$ cat src/rtl/lsu_pkg.sv
package lsu_pkg;

   typedef enum logic [1:0] {
      PH_IDLE  = 2'd0,
      PH_DRIVE = 2'd1,
      PH_LATCH = 2'd2
   } phase_t;

   localparam int BANKS = 2;

endpackage

$ cat src/rtl/lsu_sequencer.sv
module lsu_sequencer
   import lsu_pkg::*;
(
   input  logic clk,
   input  logic rst_n,
   input  logic req_valid,
   input  logic split,
   output logic ready,
   output logic accept,
   output logic drive,
   output logic latch,
   output logic second,
   output logic done
);

   phase_t ph_q;
   logic   sec_q;
   logic   done_q;

   always_ff @(posedge clk) begin
      if (!rst_n) begin
         ph_q   <= PH_IDLE;
         sec_q  <= 1'b0;
         done_q <= 1'b0;
      end else begin
         done_q <= 1'b0;
         case (ph_q)
            PH_IDLE: begin
               if (req_valid) begin
                  ph_q  <= PH_DRIVE;
                  sec_q <= 1'b0;
               end
            end
            PH_DRIVE: ph_q <= PH_LATCH;
            PH_LATCH: begin
               if (split && !sec_q) begin
                  ph_q  <= PH_DRIVE;
                  sec_q <= 1'b1;
               end else begin
                  ph_q   <= PH_IDLE;
                  done_q <= 1'b1;
               end
            end
            default: ph_q <= PH_IDLE;
         endcase
      end
   end

   assign ready  = (ph_q == PH_IDLE);
   assign accept = ready & req_valid;
   assign drive  = (ph_q == PH_DRIVE);
   assign latch  = (ph_q == PH_LATCH);
   assign second = sec_q;
   assign done   = done_q;

endmodule

$ cat src/rtl/lsu_lane_map.sv
module lsu_lane_map
   import lsu_pkg::*;
#(
   parameter int ADDR_W = 20,
   parameter int LANE_W = 8
) (
   input  logic                       drive,
   input  logic                       second,
   input  logic                       word,
   input  logic                       write,
   input  logic [ADDR_W-1:0]          addr,
   input  logic [BANKS*LANE_W-1:0]    wdata,
   output logic                       bhe_n,
   output logic                       a0,
   output logic [BANKS-1:0]           lane_en,
   output logic [ADDR_W-2:0]          bank_addr,
   output logic                       we,
   output logic [BANKS*LANE_W-1:0]    lane_wdata
);

   localparam int DATA_W = BANKS * LANE_W;

   logic              split;
   logic [ADDR_W-1:0] cur;

   assign split = word & addr[0];
   assign cur   = addr + ADDR_W'(second);

   always_comb begin
      bhe_n = 1'b1;
      a0    = 1'b1;
      if (drive) begin
         if (split) begin
            bhe_n = second;
            a0    = ~second;
         end else if (word) begin
            bhe_n = 1'b0;
            a0    = 1'b0;
         end else begin
            bhe_n = ~addr[0];
            a0    = addr[0];
         end
      end
   end

   assign lane_en[0] = ~a0;
   assign lane_en[1] = ~bhe_n;
   assign bank_addr  = cur[ADDR_W-1:1];
   assign we         = drive & write;

   for (genvar i = 0; i < BANKS; i++) begin : g_lane
      logic take_hi;
      if (i == 0) begin : g_even
         assign take_hi = split & second;
      end else begin : g_odd
         assign take_hi = word & ~split;
      end
      assign lane_wdata[i*LANE_W +: LANE_W] =
         take_hi ? wdata[DATA_W-1:LANE_W] : wdata[LANE_W-1:0];
   end

endmodule

$ cat src/rtl/lsu_gather.sv
module lsu_gather
   import lsu_pkg::*;
#(
   parameter int LANE_W = 8
) (
   input  logic                    clk,
   input  logic                    rst_n,
   input  logic                    accept,
   input  logic                    latch,
   input  logic                    second,
   input  logic                    word,
   input  logic                    odd,
   input  logic                    write,
   input  logic [BANKS*LANE_W-1:0] bank_rdata,
   output logic [BANKS*LANE_W-1:0] rdata
);

   localparam int DATA_W = BANKS * LANE_W;

   logic [LANE_W-1:0] lo_lane;
   logic [LANE_W-1:0] hi_lane;

   assign lo_lane = bank_rdata[LANE_W-1:0];
   assign hi_lane = bank_rdata[DATA_W-1:LANE_W];

   always_ff @(posedge clk) begin
      if (!rst_n) begin
         rdata <= '0;
      end else if (accept) begin
         rdata <= '0;
      end else if (latch && !write) begin
         if (!word) begin
            rdata <= {{LANE_W{1'b0}}, (odd ? hi_lane : lo_lane)};
         end else if (!odd) begin
            rdata <= bank_rdata;
         end else if (!second) begin
            rdata[LANE_W-1:0] <= hi_lane;
         end else begin
            rdata[DATA_W-1:LANE_W] <= lo_lane;
         end
      end
   end

endmodule

$ cat src/rtl/lane_steer_unit.sv
module lane_steer_unit
   import lsu_pkg::*;
#(
   parameter int ADDR_W = 20,
   parameter int LANE_W = 8
) (
   input  logic                    clk,
   input  logic                    rst_n,
   input  logic                    req_valid,
   input  logic [ADDR_W-1:0]       req_addr,
   input  logic                    req_word,
   input  logic                    req_write,
   input  logic [2*LANE_W-1:0]     req_wdata,
   output logic                    req_ready,
   output logic                    rsp_done,
   output logic [2*LANE_W-1:0]     rsp_rdata,
   output logic                    bus_bhe_n,
   output logic                    bus_a0,
   output logic                    bank_lo_en,
   output logic                    bank_hi_en,
   output logic [ADDR_W-2:0]       bank_addr,
   output logic                    bank_we,
   output logic [2*LANE_W-1:0]     bank_wdata,
   input  logic [2*LANE_W-1:0]     bank_rdata
);

   localparam int DATA_W = BANKS * LANE_W;

   if (ADDR_W < 2) begin : g_bad_addr
      $error("lane_steer_unit: ADDR_W must be at least 2");
   end
   if (LANE_W < 1) begin : g_bad_lane
      $error("lane_steer_unit: LANE_W must be at least 1");
   end

   logic [ADDR_W-1:0] addr_q;
   logic              word_q;
   logic              write_q;
   logic [DATA_W-1:0] wdata_q;

   logic              accept;
   logic              drive;
   logic              latch;
   logic              second;
   logic [BANKS-1:0]  lane_en;

   always_ff @(posedge clk) begin
      if (!rst_n) begin
         addr_q  <= '0;
         word_q  <= 1'b0;
         write_q <= 1'b0;
         wdata_q <= '0;
      end else if (accept) begin
         addr_q  <= req_addr;
         word_q  <= req_word;
         write_q <= req_write;
         wdata_q <= req_wdata;
      end
   end

   lsu_sequencer u_seq (
      .clk       (clk),
      .rst_n     (rst_n),
      .req_valid (req_valid),
      .split     (word_q & addr_q[0]),
      .ready     (req_ready),
      .accept    (accept),
      .drive     (drive),
      .latch     (latch),
      .second    (second),
      .done      (rsp_done)
   );

   lsu_lane_map #(
      .ADDR_W (ADDR_W),
      .LANE_W (LANE_W)
   ) u_map (
      .drive      (drive),
      .second     (second),
      .word       (word_q),
      .write      (write_q),
      .addr       (addr_q),
      .wdata      (wdata_q),
      .bhe_n      (bus_bhe_n),
      .a0         (bus_a0),
      .lane_en    (lane_en),
      .bank_addr  (bank_addr),
      .we         (bank_we),
      .lane_wdata (bank_wdata)
   );

   lsu_gather #(
      .LANE_W (LANE_W)
   ) u_gather (
      .clk        (clk),
      .rst_n      (rst_n),
      .accept     (accept),
      .latch      (latch),
      .second     (second),
      .word       (word_q),
      .odd        (addr_q[0]),
      .write      (write_q),
      .bank_rdata (bank_rdata),
      .rdata      (rsp_rdata)
   );

   assign bank_lo_en = lane_en[0];
   assign bank_hi_en = lane_en[1];

endmodule

$ cat config.mk
export PLATFORM = sky130hd
export DESIGN_NAME = lane_steer_unit
export DESIGN_NICKNAME = d
export VERILOG_FILES = /design/src/rtl/lsu_pkg.sv /design/src/rtl/lsu_sequencer.sv /design/src/rtl/lsu_lane_map.sv /design/src/rtl/lsu_gather.sv /design/src/rtl/lane_steer_unit.sv
export SDC_FILE = /design/constraint.sdc
export NUM_CORES = 1
export LEC_CHECK = 0
export CAP_MARGIN = 20
export CORE_MARGIN = 5
export CORE_UTILIZATION = 42
export CTS_CLUSTER_DIAMETER = 100
export DETAILED_ROUTE_END_ITERATION = 8
export HOLD_SLACK_MARGIN = 0.02
export PLACE_DENSITY = 0.8
export SLEW_MARGIN = 40
export SYNTH_ARGS = -nofsm -noshare
export SYNTH_HDL_FRONTEND = slang
export SYNTH_SLANG_ARGS = --single-unit
$ cat constraint.sdc
create_clock -name clk -period 2.97 [get_ports clk]
set_input_delay 0.594 -clock clk [delete_from_list [all_inputs] [get_ports clk]]
set_output_delay 0.594 -clock clk [all_outputs]
set_load 0.05 [all_outputs]
======== Word-level counts from Yosys, hierarchy flattened ========
Cells that the tools add are included.
storage, ports and cells
  bits in registers ....................... 58
  output and inout bits ................... 58
  word-level logic and storage cells ...... 58
  bits of input ports ..................... 57
operators by class
  multiplexer cells ....................... 20
  add/subtract/negate cells ............... 1
  reduce and logical (&&, ||, !) cells .... 11
  eq/ne operators ......................... 6
  bitwise operators ....................... 11
operators by type and width
  kind                                                                      number
  8-bit 2-to-1 mux                                                          5
  16-bit 2-to-1 mux                                                         2
  20-bit by 1-bit adder with 20-bit output                                  1
  1-bit 2-to-1 mux                                                          10
  1-bit NOT                                                                 6
  2-bit one-hot mux with 3 select lines                                     1
  2-bit AND reduction                                                       3
  1-bit bitwise AND                                                         5
  2-bit inequality test (second input constant)                             2
  3-bit by 2-bit inequality test with 1-bit output (second input constant)  1
  3-bit inequality test (second input constant)                             1
  3-bit AND reduction                                                       1
  2-bit by 1-bit == test with 1-bit output (second input constant)          1
  2-bit == test (second input constant)                                     1
  1-bit logical AND                                                         2
  1-bit logical NOT                                                         2
  2-bit logical NOT                                                         1
  2-bit 2-to-1 mux                                                          1
  1-bit one-hot mux with 2 select lines                                     1
  2-bit nonzero test                                                        1
  2-bit OR reduction                                                        1

======== Logic depth before layout (Yosys ltp) ========
  depth in word-level cells ............... 5
  mapped depth ............................ 9
  gate-level depth less buffers ........... 6

======== By module ========
From an unflattened synthesis, not the netlist that was laid out.
unflattened totals
  cell total of the unflattened synthesis .. 300
  area, all modules ....................... 3070.4 µm²
modules (own cells, without submodules)
  module           cells each  sequential area each (µm²)  area an instance (µm²)  times used
  lane_steer_unit  123         760.7                       1461.4                  1
  lsu_gather       82          320.3                       827.0                   1
  lsu_lane_map     76          0.0                         610.6                   1
  lsu_sequencer    19          80.1                        171.4                   1

======== Worst setup path after synthesis ========
No wires, ideal clock.
  path kind ............................... reg2out
  start ................................... register addr_q[0]
  end ..................................... output port bank_addr[7]
  setup slack ............................. -0.085 ns
  data arrival time ....................... 2.461 ns
  cell stages (with the launch flop) ...... 10
  path through ............................ dfxtp_1 > buf_2 > buf_4 > buf_2 > and2_1 > ha_1 > nand2_1 > nor2_1 > and3_1 > xor2_1
between the ends
  cells in the longest elaborated chain, start to end .. 1
ends and longest elaborated chain
  what                                      RTL line               source
  start, declared                           lane_steer_unit.sv:36  logic [ADDR_W-1:0] addr_q;
  start signal, assigned                    lane_steer_unit.sv:54  addr_q <= req_addr;
  20-bit by 1-bit adder with 20-bit output  lsu_lane_map.sv:27     assign cur = addr + ADDR_W'(second);
  end, declared                             lane_steer_unit.sv:21  output logic [ADDR_W-2:0] bank_addr,
Every way passes these cells.

======== Worst setup path after layout ========
  start ................................... register u_seq.sec_q, in the netlist u_seq.second
  end ..................................... output port bank_addr[7]
between the ends
  cells in the longest elaborated chain, start to end .. 1
ends and longest elaborated chain
  what                                      RTL line             source
  start, declared                           lsu_sequencer.sv:17  logic sec_q;
  start signal, assigned                    lsu_sequencer.sv:23  sec_q <= 1'b0;
  start signal, assigned                    lsu_sequencer.sv:31  sec_q <= 1'b0;
  start signal, assigned                    lsu_sequencer.sv:38  sec_q <= 1'b1;
  20-bit by 1-bit adder with 20-bit output  lsu_lane_map.sv:27
Every way passes these cells.

==> results by group <==
STA
  – Crit path time final: 2680 ps
  – Final TNS setup: 0 ps
  – Worst hold slack: 462 ps
  – Max frequency: 374 MHz
  – RSZ-0062 raised after global routing: false
  – Max Slew Vio Count: 0
  – Setup violators final: 0
  – Slew margin rel.: 0.553
  – Clk_skew: 6.42 ps
  – Final Hold Viols: 0
  – Period utilization: 0.901
  – Worst Tran Pin Value: 669 ps

Critical path
  – Slowest cell on the critical path: dfxtp_1
  – Largest stage delay, worst path: 420 ps
  – Startpoint types: flop
  – CP Buf/Inv Count: 1
  – CP required: 2380 ps
  – Crit path max fanout: 7
  – Top delay family on crit path: simple AND/OR/NAND/NOR gates
  – CP endpoint kind: output pin
  – Critical path data arrival time: 2080 ps
  – WS Path Type: reg -> out
  – Cell Chain, Critical Path: and2_1 > ha_1 > nand2_1 > nor2_2 > and3_1 > xor2_2 > buf_12

Clock network
  – H-tree levels: 3
  – Post-CTS Setup Inserts: 0
  – CTS tree: built
  – Root Buffer: clkbuf_8
  – CTS max path bufs: 2
  – Num CTS Buffers: 9
  – Clk_lat worst skew: 330 ps
  – Reg clk slew, reported paths: 60 ps
  – CTS Sinks: 58

Synth
  – Post-synthesis average cell area: 10.1 µm²
  – Syn_nets: 322
  – Sequential area share after synthesis: 0.434
  – Synthesized area: 2670 µm²
  – EDFF count, synth: 0
  – Cells after Synth: 264
  – Seq cells post-synth: 58
  – Yosys warning total: 0
  – Async SR Flop Fraction: 0
  – Ys flop type: dfxtp_1
  – Netlist cell types: 35

Placed design
  – Hpwl dp: 5420 µm
  – I/O Buffers: 114
  – Routability Congestion: 0.809

Die
  – Chip Height: 89.8 µm
  – Die ar.: 8060 µm²
  – Initial Util: 0.426
  – Die X: 89.8 µm
  – Num rows: 29
  – IO Pins: 115
  – Core area: 6280 µm²

Run status
  – Status: finished clean

Route
  – Remaining DRCs: 0
  – Routed WL per cell: 15.9 µm
  – Vias: 2403
  – TritonRoute pass-1 iters: 4
  – Via/cell ratio: 5.25
  – Initial DRC count: 63
  – Final WL: 7280 µm
  – Residual antenna-violating net count after detailed routing: 0

Cells and area
  – Layout area overhead: 64.7%
  – Share of layout cells above drive strength 1: 0.252
  – Fillers: 470
  – Antenna diodes: 0
  – Multi-input gate area: 1430 µm²
  – Reg area: 1160 µm²
  – Fin nets: 435

Pwr
  – Power Dens Cells: 461 nW/µm²
  – Peak VDD IR: 0.371 mV
  – Leakage: 1.69 nW

GRT
  – Gr usage total: 0.185
  – Initial antenna violation count: 0
  – Global-route wire length before repair: 12300 µm
  – Gr ovfl total: 0
  – Vias in the first global route: 2433
  – Largest net degree at the start of global routing: 39

Run
  – Maxcap violations: 0

Worst hold path
  – Worst min path class: reg -> reg
[timing repair]
action | 4_1_cts | 5_1_grt
hold buffers | 0 | 0
setup endpoints to repair | 0 | 4
gates resized for setup | 0 | 1
[layer usage]
| layer | wire [µm] | global-route usage | up-vias | part of all wire |
|---|---|---|---|---|
| li1 | - | - | 1197 | - |
| met1 | 3260 | 0.242 | 1115 | 0.45 |
| met2 | 3410 | 0.285 | 84 | 0.47 |
| met3 | 497 | 0.0626 | 7 | 0.068 |
| met4 | 116 | 0.0630 | 0 | 0.016 |
| met5 | 0 | 0 | - | 0 |
[area by class of cell]
cell class                 instances  share of cell area
inverter                           4             0.00341
clock buffer                      12              0.0353
sequential                        58               0.264
tap                               77              0.0219
multi-input combinational        185               0.326
timing repair buffer             119               0.346
clock inverter                     3             0.00341
[state kept, by name, indices dropped and copies added, names as in the netlist]
register        cells
addr_q             20
u_gather.rdata     16
wdata_q            16
u_seq.ph_q          2
u_seq.done          1
u_seq.second        1
word_q              1
write_q             1
[synth_stat cells, types with 3 or more instances]
| cell type | count | area (µm²) |
|---|---|---|
| nand2_1 | 24 | 90.1 |
| nor2_1 | 13 | 48.8 |
| o21ai_0 | 3 | 15.0 |
| xor2_1 | 4 | 35.0 |
| inv_1 | 4 | 15.0 |
| a21oi_1 | 8 | 40.0 |
| nand3_1 | 7 | 35.0 |
| mux2i_1 | 8 | 80.1 |
| xnor2_1 | 14 | 123 |
| clkbuf_1 | 5 | 18.8 |
| buf_2 | 9 | 45.0 |
| nand4_1 | 12 | 75.1 |
| mux2_2 | 25 | 282 |
| dfxtp_1 | 58 | 1160 |
| a22o_1 | 37 | 324 |
| a211oi_1 | 6 | 45.0 |
| and2_1 | 5 | 31.3 |
[final timing paths]
| kind | start | to | slack [ps] | cells past startpoint |
|---|---|---|---|---|
| worst max-delay path | u_seq.second$_SDFFE_PN0P_ | bank_addr[7] | 290 | 7 |
| worst min-delay path | u_gather.rdata[15]$_SDFFE_PP0P_ | u_gather.rdata[15]$_SDFFE_PP0P_ | 460 | 2 |
| worst max register to register | u_seq.ph_q[1]$_SDFFE_PN0P_ | u_gather.rdata[2]$_SDFFE_PP0P_ | 1140 | 4 |
| worst min register to register | u_gather.rdata[15]$_SDFFE_PP0P_ | u_gather.rdata[15]$_SDFFE_PP0P_ | 460 | 2 |
[cells in the final DEF (no fill, tap or decap), drive strengths merged, types with 4 or more instances in the layout]
cell type and n:
xnor2 14, nand2 24, a211oi 8, dfxtp 58, a22o 37, nor2 15
clkbuf 12, buf 42, mux2i 8, nand3 8, mux2 25, inv 4
nand4 12, a21oi 8, and2 5, xor2 4, clkdlybuf4s50 77
[metrics by stage]
| step | instance area [µm²] | cells | power, mW | setup WS (ps) | utilization |
|---|---|---|---|---|---|
| after floorplan | 2710 | 264 | 1.15 | 91.9 | - |
| after global placement | 4230 | 443 | 1.41 | 551 | 0.674 |
| after detailed placement | 4230 | 443 | 1.42 | 512 | 0.674 |
| after CTS | 4400 | 458 | 2.05 | 149 | 0.701 |
| after global routing | 4400 | 458 | 2.12 | 101 | 0.701 |
| final | 4400 | 458 | 2.03 | 293 | 0.701 |
[worst min-delay path, stage by stage, from the launching register on]
cell and delay, ps:
dfxtp_1 310, nand2_1 50, a21oi_1 50
[logic make-up (layout without fill, tap and decap cells)]
group / after synthesis / count (layout) / synth area share
flops: 58 / 58 / 0.434
xor+xnor: 18 / 18 / 0.0590
simple gates: 75 / 75 / 0.149
fa+ha+maj: 1 / 1 / 0.00468
mux: 33 / 33 / 0.135
buf+inv: 21 / 138 / 0.0440
compound gates: 58 / 58 / 0.174
[where the power goes]
group          internal (mW)  total (mW)  switching [mW]
Combinational          0.277       0.547           0.270
Clock                  0.339       0.625           0.286
Sequential             0.818       0.855          0.0368
Total                   1.43        2.03           0.593
Note: power is estimated with default switching activity, not from simulation.
